## config.mk

```make
export PLATFORM = sky130hd
export DESIGN_NAME = irq5_ctrl
export DESIGN_NICKNAME = d
export VERILOG_FILES = /design/src/rtl/irq5_pkg.sv /design/src/rtl/irq5_flags.sv /design/src/rtl/irq5_arbiter.sv /design/src/rtl/irq5_level_track.sv /design/src/rtl/irq5_ctrl.sv
export SDC_FILE = /design/constraint.sdc
export NUM_CORES = 1
export LEC_CHECK = 0
export ABC_CLOCK_PERIOD_IN_PS = 3500
export BUFFER_PORTS_ARGS = -buffer_cell sky130_fd_sc_hd__clkbuf_2
export CORE_MARGIN = 8
export CORE_UTILIZATION = 43
export CTS_BUF_LIST = sky130_fd_sc_hd__clkbuf_16
export DETAILED_ROUTE_END_ITERATION = 8
export PLACE_DENSITY_LB_ADDON = 0.12
export SETUP_SLACK_MARGIN = 0.15
export SLEW_MARGIN = 20
export SYNTH_ARGS = -nofsm -noshare
export SYNTH_HDL_FRONTEND = slang
export SYNTH_HIERARCHICAL = 1
export SYNTH_SLANG_ARGS = --single-unit
```

## constraint.sdc

```tcl
create_clock -name clk -period 3.5 [get_ports clk]
set_clock_uncertainty 0.2 [all_clocks]
set_input_delay 0.525 -clock clk [delete_from_list [all_inputs] [get_ports clk]]
set_output_delay 0.525 -clock clk [all_outputs]
set_load 0.01 [all_outputs]
```

## src/rtl/irq5_pkg.sv

```systemverilog
package irq5_pkg;
  localparam int NEXT  = 2;
  localparam int NTMR  = 2;
  localparam int NSRC  = NEXT + NTMR + 1;
  localparam int NFLAG = NSRC + 1;
  localparam int IDXW  = $clog2(NSRC);
  localparam int RX_BIT = 2 * NEXT;
  localparam int TX_BIT = RX_BIT + 1;
  localparam int SER_IDX = NSRC - 1;
endpackage

```

## src/rtl/irq5_flags.sv

```systemverilog
module irq5_flags
  import irq5_pkg::*;
(
  input  logic             clk,
  input  logic             rst_n,
  input  logic [NEXT-1:0]  ext_pin,
  input  logic [NEXT-1:0]  ext_edge_mode,
  input  logic [NTMR-1:0]  tmr_ovf,
  input  logic             rx_set,
  input  logic             tx_set,
  input  logic [NFLAG-1:0] sw_set,
  input  logic [NFLAG-1:0] sw_clr,
  input  logic             take,
  input  logic [IDXW-1:0]  take_idx,
  output logic [NFLAG-1:0] flags
);
  logic [NFLAG-1:0] flags_q, flags_d;
  logic [NEXT-1:0]  pin_q;
  logic [NEXT-1:0]  pin_rise;

  assign pin_rise = ext_pin & ~pin_q;

  always_comb begin
    flags_d = flags_q;
    for (int k = 0; k < NEXT; k++) begin
      if (take && take_idx == IDXW'(2 * k) && ext_edge_mode[k]) flags_d[2*k] = 1'b0;
      if (pin_rise[k])     flags_d[2*k] = 1'b1;
      if (sw_clr[2*k])     flags_d[2*k] = 1'b0;
      if (sw_set[2*k])     flags_d[2*k] = 1'b1;
      if (!ext_edge_mode[k]) flags_d[2*k] = ext_pin[k];
    end
    for (int k = 0; k < NTMR; k++) begin
      if (take && take_idx == IDXW'(2 * k + 1)) flags_d[2*k+1] = 1'b0;
      if (tmr_ovf[k])      flags_d[2*k+1] = 1'b1;
      if (sw_clr[2*k+1])   flags_d[2*k+1] = 1'b0;
      if (sw_set[2*k+1])   flags_d[2*k+1] = 1'b1;
    end
    if (rx_set)         flags_d[RX_BIT] = 1'b1;
    if (sw_clr[RX_BIT]) flags_d[RX_BIT] = 1'b0;
    if (sw_set[RX_BIT]) flags_d[RX_BIT] = 1'b1;
    if (tx_set)         flags_d[TX_BIT] = 1'b1;
    if (sw_clr[TX_BIT]) flags_d[TX_BIT] = 1'b0;
    if (sw_set[TX_BIT]) flags_d[TX_BIT] = 1'b1;
  end

  always_ff @(posedge clk or negedge rst_n) begin
    if (!rst_n) begin
      flags_q <= '0;
      pin_q   <= '0;
    end else begin
      flags_q <= flags_d;
      pin_q   <= ext_pin;
    end
  end

  assign flags = flags_q;
endmodule

```

## src/rtl/irq5_arbiter.sv

```systemverilog
module irq5_arbiter
  import irq5_pkg::*;
(
  input  logic [NFLAG-1:0] flags,
  input  logic [NSRC-1:0]  src_en,
  input  logic [NSRC-1:0]  src_prio,
  input  logic             glb_en,
  input  logic             in_hi,
  input  logic             in_lo,
  output logic             req,
  output logic [IDXW-1:0]  idx,
  output logic             hi
);
  logic [NSRC-1:0] pend, elig_hi, elig_lo;
  logic [IDXW-1:0] idx_hi, idx_lo;

  assign pend    = {flags[TX_BIT] | flags[RX_BIT], flags[2*NEXT-1:0]} & src_en & {NSRC{glb_en}};
  assign elig_hi = in_hi ? '0 : (pend & src_prio);
  assign elig_lo = (in_hi || in_lo) ? '0 : (pend & ~src_prio);

  always_comb begin
    idx_hi = '0;
    idx_lo = '0;
    for (int i = NSRC - 1; i >= 0; i--) begin
      if (elig_hi[i]) idx_hi = IDXW'(i);
      if (elig_lo[i]) idx_lo = IDXW'(i);
    end
  end

  assign hi  = |elig_hi;
  assign req = hi | (|elig_lo);
  assign idx = hi ? idx_hi : idx_lo;
endmodule

```

## src/rtl/irq5_level_track.sv

```systemverilog
module irq5_level_track (
  input  logic clk,
  input  logic rst_n,
  input  logic take,
  input  logic take_hi,
  input  logic reti,
  output logic in_hi,
  output logic in_lo
);
  logic hi_d, lo_d;

  always_comb begin
    hi_d = in_hi;
    lo_d = in_lo;
    if (reti) begin
      if (in_hi) hi_d = 1'b0;
      else       lo_d = 1'b0;
    end
    if (take) begin
      if (take_hi) hi_d = 1'b1;
      else         lo_d = 1'b1;
    end
  end

  always_ff @(posedge clk or negedge rst_n) begin
    if (!rst_n) begin
      in_hi <= 1'b0;
      in_lo <= 1'b0;
    end else begin
      in_hi <= hi_d;
      in_lo <= lo_d;
    end
  end
endmodule

```

## src/rtl/irq5_ctrl.sv

```systemverilog
module irq5_ctrl
  import irq5_pkg::*;
(
  input  logic             clk,
  input  logic             rst_n,
  input  logic             glb_en,
  input  logic [NSRC-1:0]  src_en,
  input  logic [NSRC-1:0]  src_prio,
  input  logic [NEXT-1:0]  ext_pin,
  input  logic [NEXT-1:0]  ext_edge_mode,
  input  logic [NTMR-1:0]  tmr_ovf,
  input  logic             ser_rx_set,
  input  logic             ser_tx_set,
  input  logic [NFLAG-1:0] sw_set,
  input  logic [NFLAG-1:0] sw_clr,
  input  logic             vec_ack,
  input  logic             reti,
  output logic             vec_req,
  output logic [IDXW-1:0]  vec_idx,
  output logic             vec_hi,
  output logic [NFLAG-1:0] irq_flags
);
  logic take, in_hi, in_lo;

  assign take = vec_ack & vec_req & ~reti;

  irq5_flags u_flags (
    .clk(clk), .rst_n(rst_n), .ext_pin(ext_pin), .ext_edge_mode(ext_edge_mode),
    .tmr_ovf(tmr_ovf), .rx_set(ser_rx_set), .tx_set(ser_tx_set),
    .sw_set(sw_set), .sw_clr(sw_clr), .take(take), .take_idx(vec_idx),
    .flags(irq_flags)
  );

  irq5_arbiter u_arb (
    .flags(irq_flags), .src_en(src_en), .src_prio(src_prio), .glb_en(glb_en),
    .in_hi(in_hi), .in_lo(in_lo), .req(vec_req), .idx(vec_idx), .hi(vec_hi)
  );

  irq5_level_track u_lvl (
    .clk(clk), .rst_n(rst_n), .take(take), .take_hi(vec_hi), .reti(reti),
    .in_hi(in_hi), .in_lo(in_lo)
  );
endmodule

```

==> results of run 1 <==
-- worst max-delay path by stage --
stage / to / slack, ps / cells past startpoint
4_1_cts: vec_idx[1] / 630 / 6
3_3_place_gp: vec_idx[0] / 830 / 7
6_report: vec_idx[1] / 600 / 6
3_5_place_dp: vec_idx[0] / 760 / 7
2_1_floorplan: vec_idx[1] / 1130 / 5
5_1_grt: vec_idx[1] / 490 / 6
-- logic make-up (layout without fill, tap and decap cells) --
kind of cell,after synthesis,count (layout)
AOI/OAI and AO/OA,22,22
buffers and inverters,4,53
DFF,10,10
and+or+nand+nor,36,36
-- layout by cell type, fill, tap and decap left out --
| cell | netlist | routed |
|---|---|---|
| nand4bb_1 | 1 | 1 |
| and2_2 | 1 | 1 |
| nand4b_1 | 1 | 1 |
| nor4_4 | 1 | 1 |
| and3_1 | 2 | 2 |
| dlygate4sd3_1 | 0 | 1 |
| o31ai_2 | 1 | 1 |
| nor4bb_1 | 1 | 1 |
| o21ai_0 | 5 | 5 |
| inv_1 | 4 | 4 |
| a21oi_1 | 2 | 2 |
| a22o_1 | 1 | 1 |
| clkbuf_2 | 0 | 45 |
| a211oi_2 | 1 | 1 |
| o211a_1 | 2 | 2 |
| a22oi_1 | 2 | 2 |
| nor2_1 | 5 | 5 |
| nand2b_1 | 1 | 1 |
| and2b_1 | 1 | 1 |
| nor3_1 | 2 | 2 |
| clkbuf_16 | 0 | 3 |
| nand2b_4 | 1 | 1 |
| and4_4 | 1 | 1 |
| nor4b_1 | 1 | 1 |
| or3b_1 | 2 | 2 |
| and3b_1 | 3 | 3 |
| dfrtp_1 | 10 | 10 |
| nand2_1 | 7 | 7 |
| o31ai_1 | 1 | 1 |
| o21bai_1 | 5 | 5 |
| or4_1 | 1 | 1 |
| nand3b_1 | 2 | 2 |
| nand4_1 | 2 | 2 |
| a32o_1 | 1 | 1 |
| a211oi_1 | 1 | 1 |
-- flip-flops by register name, summed over array words and instances (netlist names) --
name	flops
u_lvl/in_hi	1
u_flags/flags	6
u_flags/pin_q	2
u_lvl/in_lo	1
-- power groups by stage --
stage | clock network, mW | registers [mW] | logic [mW]
2_1_floorplan | 0 | 0.136 | 0.0572
3_3_place_gp | 0 | 0.136 | 0.105
3_5_place_dp | 0 | 0.136 | 0.107
4_1_cts | 0.197 | 0.135 | 0.108
5_1_grt | 0.201 | 0.137 | 0.119
6_report | 0.193 | 0.135 | 0.108
-- worst register-to-register path, stage by stage (launching register included) --
cell and delay, ps:
dfrtp_1 430, and3b_1 260, or3b_1 380, o31ai_2 110, nand4_1 160, a211oi_2 400, nand4b_1 150, a21oi_1 200
o21bai_1 80
-- stage by stage --
stage | instance area [sq um] | std cells | utilization, %
5_1_grt | 1010 | 137 | 67.4
6_report | 1010 | 137 | 67.4
2_1_floorplan | 684 | 72 | -
3_3_place_gp | 930 | 133 | 61.7
3_5_place_dp | 930 | 133 | 61.7
4_1_cts | 1010 | 137 | 67.4
-- repair_timing --
item | CTS | global route
hold buffers | 1 | 0
buffers inserted | 0 | 0
endpoints found under the hold margin | 10 | 0
-- layout make-up --
| class | instances | area share [%] |
|---|---|---|
| multi-input combinational | 58 | 41.3 |
| sequential | 10 | 24.7 |
| timing repair buffer | 46 | 23.2 |
| clock buffer | 3 | 7.40 |
| tap | 16 | 1.97 |
| inverter | 4 | 1.48 |
-- metal layers --
layer	global-route usage, %	vias up	part of all wire, %
li1	-	381	-
met1	13.6	348	40
met2	26.0	22	55
met3	2.51	2	3.8
met4	5.50	0	0.37
met5	0	-	0
==> run metrics, run 1 <==
status=finished, final reports clean; Gate power share=24.8%; hold slack=215 ps; Synth top area share=36.6%; post-route DRC violation count=0; Primary FF master, synth=dfrtp_1; dominant cell by count in the synthesized netlist=dfrtp_1; Hold Path Class=primary input to register; layout cells sized above 1=approximately 45%; drt first pass iters=4; Hold EP=u_flags/pin_q[0]$_DFF_PN0_; RSZ-0062 raised after global routing=no; Setup-failing EPs final=0; clock power share=44.2%; Overflow after GRT=0; Yosys top cell by area=dfrtp_1; Post-Synth Simple-Gate Area=36.9%; switch share=25.1%; DRT iter0 DRCs=7; vertical die dimension=55.9 microns; Mapped Area=684 sq um; # fillers=131; compound-cell area share of the yosys netlist=24.3%; DR vias/cell=approximately 5.5; final WL=2140 microns; fin crit period=2900 ps; H-tree depth=1; EDFF count, synth=0; Final Hold Fails=0; Worst-path clk slew=about 40 ps; post-route ant nets=0; IO buf count=45; CP Launch Type=register; main combinational cell family by area after synthesis=simple AND/OR/NAND/NOR gates; RePlAce Congestion=around 0.91; Reg power frac=between 30% and 40%; Synth Area in Adders=0%; area of the multi-input gates=419 sq um; first-pass GRT wire length=~3600 microns; setup ws final=596 ps; Starting Density=45.4%; # nets final=158; post-cts sizing count=0; setup TNS after final layout=0 ps; CP Cell Sequence=and3b_1 -> or3b_1 -> o31ai_2 -> nand4_1 -> a211oi_2 -> clkbuf_2; post-synthesis mux area share=0%; pre-CTS setup slack=around 760 ps; crit path max fanout=7; largest net degree at the start of global routing=11; YS warnings=6; Peak VDD IR=0.347 mV; R2R depth=8; worst skew pair latency=230 ps; worst hold path startpoint=ext_pin[0]; CP top delay family=simple AND/OR/NAND/NOR gates; CTS tree=yes; FMAX=344 MHz; sequential-to-total area share from yosys stat=36.6%; LEAKAGE=about 0.53 nW; WL/cell=15.6 microns; crit path from=u_lvl/in_hi$_DFF_PN0_; CTS root buf=clkbuf_16; Core Region=0.00151 sq mm; Synth Area in XOR/XNOR=0%; switching pwr=0.109 mW; Final Cycle Share=83.0%; Post-synth ARST share=100%; detailed placement HPWL=1770 microns; Rel. slew slack=75.1%; worst endpoint data arrival time=2180 ps; max-slew violation count=0; initial antenna violation count=0; slowest cell on the critical path=dfrtp_1; Antenna Cells=0; total number of vias=753; #FFs+latches synth=10; largest cells by area after synthesis=dfrtp_1 37%, o21bai_1 5.5%, nand2_1 3.8%; Synth Instances=72; r2r endpoint=u_flags/flags[3]$_DFFE_PN0P_; area growth from synthesis to layout=48.3%; WS Path Type=register to output pin; Commonest cells post-synth=10 x dfrtp_1, 7 x nand2_1, 5 x nor2_1, 5 x o21ai_0, 5 x o21bai_1; FP Rows=14; I/O pins=46; die width=55.9 microns; CTS buffer count=3; reg-to-reg slack, setup=1010 ps; Reg-to-Reg Start=u_lvl/in_hi$_DFF_PN0_; clk sinks=10; Hold Path Cell Cnt=1; Worst EP required=2770 ps; register area=between 200 and 300 sq um; power density over cell area=429 mW/mm^2; max_cap viols=0; total power=0.436 mW; vias in the first global route=859; CP bufs+invs=1; GR Util All Layers=13.5%; Max stage delay on crit path=430 ps; Max Root-Sink Buffers=2; die area=0.00312 sq mm; syn nets=roughly 110; Netlist cell types=32; crit end category=output pin; Worst Max-Slew Pin Slew=373 ps; post-synthesis area per instance=9.51 sq um; cell-internal power=between 0.3 and 0.4 mW
(Power assumes the default switching activity.)
==> inputs of run 2 (changes only) <==
--- a/config.mk
+++ b/config.mk
@@ -5,10 +5,10 @@
 export SDC_FILE = /design/constraint.sdc
 export NUM_CORES = 1
 export LEC_CHECK = 0
-export ABC_CLOCK_PERIOD_IN_PS = 3500
+export ABC_CLOCK_PERIOD_IN_PS = 3000
 export BUFFER_PORTS_ARGS = -buffer_cell sky130_fd_sc_hd__clkbuf_2
 export CORE_MARGIN = 8
-export CORE_UTILIZATION = 43
+export CORE_UTILIZATION = 40
 export CTS_BUF_LIST = sky130_fd_sc_hd__clkbuf_16
 export DETAILED_ROUTE_END_ITERATION = 8
 export PLACE_DENSITY_LB_ADDON = 0.12
==> constraint.sdc (replaced) <==
create_clock -name clk -period 3 [get_ports clk]
set_clock_uncertainty 0.2 [all_clocks]
set_input_delay 0.45 -clock clk [delete_from_list [all_inputs] [get_ports clk]]
set_output_delay 0.45 -clock clk [all_outputs]
set_load 0.01 [all_outputs]
==> run metrics, run 2 (synthesis results as in run 1) <==
Max Root-Sink Buffers=2 (unchanged); Hold Path Class=primary input to register; Overflow after GRT=0 (unchanged); commonest non-fill, non-tap cell in the layout=clkbuf_2; CP Launch Type=register; setup ws final=270 ps (-327 ps); worst skew pair latency=240 ps (about the same); largest net degree at the start of global routing=11 (unchanged); DR vias/cell=5.45 (-0.84%); initial antenna violation count=0 (unchanged); Starting Density=41.0% (-4.5 points); CTS tree=yes; vertical die dimension=57.4 microns (+2.6%); first-pass GRT wire length=3680 microns (+2.9%); Worst-path clk slew=40 ps (about the same); Core Util, Final=62.0% (-5.3 points); max-slew violation count=0 (unchanged); H-tree depth=1 (unchanged); die width=57.4 microns (+2.6%); CTS root buf=clkbuf_16; drt first pass iters=4 (unchanged); die area=0.00329 sq mm (+5.3%); post-route ant nets=0 (unchanged); Setup-failing EPs final=0 (unchanged); Worst Max-Slew Pin Slew=314 ps (-59.0 ps); Core Region=0.00167 sq mm (+11%); Reg-to-Reg Start=u_lvl/in_hi$_DFF_PN0_; reg-to-reg slack, setup=480 ps (-530 ps); Worst EP required=2350 ps (-420 ps); # nets final=159 (+0.63%); total number of vias=763 (+1.3%); Hold Path Cell Cnt=1 (unchanged); vias in the first global route=832 (-3.1%); status=finished, final reports clean; power density over cell area=505 mW/mm^2 (+18%); Hold EP=u_flags/pin_q[1]$_DFF_PN0_; total power=0.523 mW (+20%); RePlAce Congestion=0.790 (-13%); R2R depth=9 (+1); FP Rows=15 (+1); WL/cell=15.5 microns (-1.1%); most frequent cells in the layout=45 x clkbuf_2, 10 x dfrtp_1, 7 x nand2_1; fin crit period=roughly 2700 ps; I/O pins=46 (unchanged); hold slack=136 ps (-79.2 ps); area growth from synthesis to layout=51.4%; crit path max fanout=7 (unchanged); worst endpoint data arrival time=2080 ps (-100 ps); max_cap viols=0 (unchanged); setup TNS after final layout=0 ps (unchanged); pre-CTS setup slack=371 ps (-391 ps); max reg flops=6 (unchanged); Final Cycle Share=91.0%; GR Util All Layers=14.3% (+0.84 points); RSZ-0062 raised after global routing=yes; Final Hold Fails=0 (unchanged); CTS buffer count=3 (unchanged); crit end category=output pin; IO buf count=45 (unchanged); DRT iter0 DRCs=16 (+9); Peak VDD IR=0.315 mV (-9.3%); layout cells sized above 1=45.5% (+0.90 points); WS Path Type=register to output pin; Antenna Cells=0 (unchanged); Rel. slew slack=79.0% (+3.9 points); detailed placement HPWL=1880 microns (+6.0%); post-route DRC violation count=0 (unchanged); clk sinks=10 (unchanged); worst hold path startpoint=ext_pin[1]; final WL=2160 microns (+1.1%); FMAX=approximately 370 MHz; LEAKAGE=0.539 nW (+2.3%); r2r endpoint=u_flags/flags[3]$_DFFE_PN0P_
run 2: changes by cell type in the layout (fill, tap and decap cells not counted):
cell / change
a211oi_2: -1
a211oi_4: +1
a32o_1: -1
a32o_2: +1
buf_4: +1
clkinv_1: +1
run 2: worst max-delay path by stage:
stage                                      from                      endpoint  slack [ps]
after global routing      u_lvl/in_hi$_DFF_PN0_                    vec_idx[1]         140
after floorplan           u_lvl/in_hi$_DFF_PN0_  u_flags/flags[2]$_DFFE_PN0P_         750
after CTS                 u_lvl/in_hi$_DFF_PN0_                    vec_idx[1]         180
after detailed placement                 glb_en                    vec_idx[1]         370
final                     u_lvl/in_hi$_DFF_PN0_                    vec_idx[1]         270
after global placement                   glb_en                    vec_idx[1]         340
run 2: stage by stage:
step	instance area, sq um	cells
after floorplan	684	72
after global placement	931	134
after detailed placement	931	134
after CTS	1030	139
after global routing	1040	140
final	1040	140
run 2: repair_timing:
item / in CTS / in global routing
pin swaps: 1 / 1
hold endpoints to repair: 10 / 0
hold buffers: 1 / 0
setup endpoints to repair: 1 / 2
gates resized for setup: 1 / 1
buffers inserted: 0 / 1
run 2: layout make-up:
| class | instances | area (sq um) |
|---|---|---|
| fillers | 173 | 634 |
| multi-input cells | 58 | 428 |
| flip-flops and latches | 10 | 250 |
| repair buffers | 47 | 243 |
| clock buffers | 3 | 75.1 |
| well taps | 17 | 21.3 |
| inverters | 4 | 15.0 |
| clock inverters | 1 | 3.75 |
run 2: routing by layer:
metal	vias to the layer above	GRT usage, %	share of wire [%]
met5	-	0	0
met4	0	6.43	0.74
met3	2	5.83	7.1
met2	23	24.9	52
met1	358	14.6	40
li1	380	-	-
run 2: critical path, cell delays in order, from the launching register on:
cell	delay [ps]
dfrtp_1	430
and3b_1	260
or3b_1	380
o31ai_2	100
nand4_1	220
a211oi_4	290
clkbuf_2	170
run 2: where the power goes:
part | switching, mW | internal [mW] | total [mW] | leakage (nW)
registers | 0.0103 | 0.146 | 0.157 | 0.115
clock network | 0.0601 | 0.175 | 0.235 | 0.0385
logic | 0.0658 | 0.0661 | 0.132 | 0.386
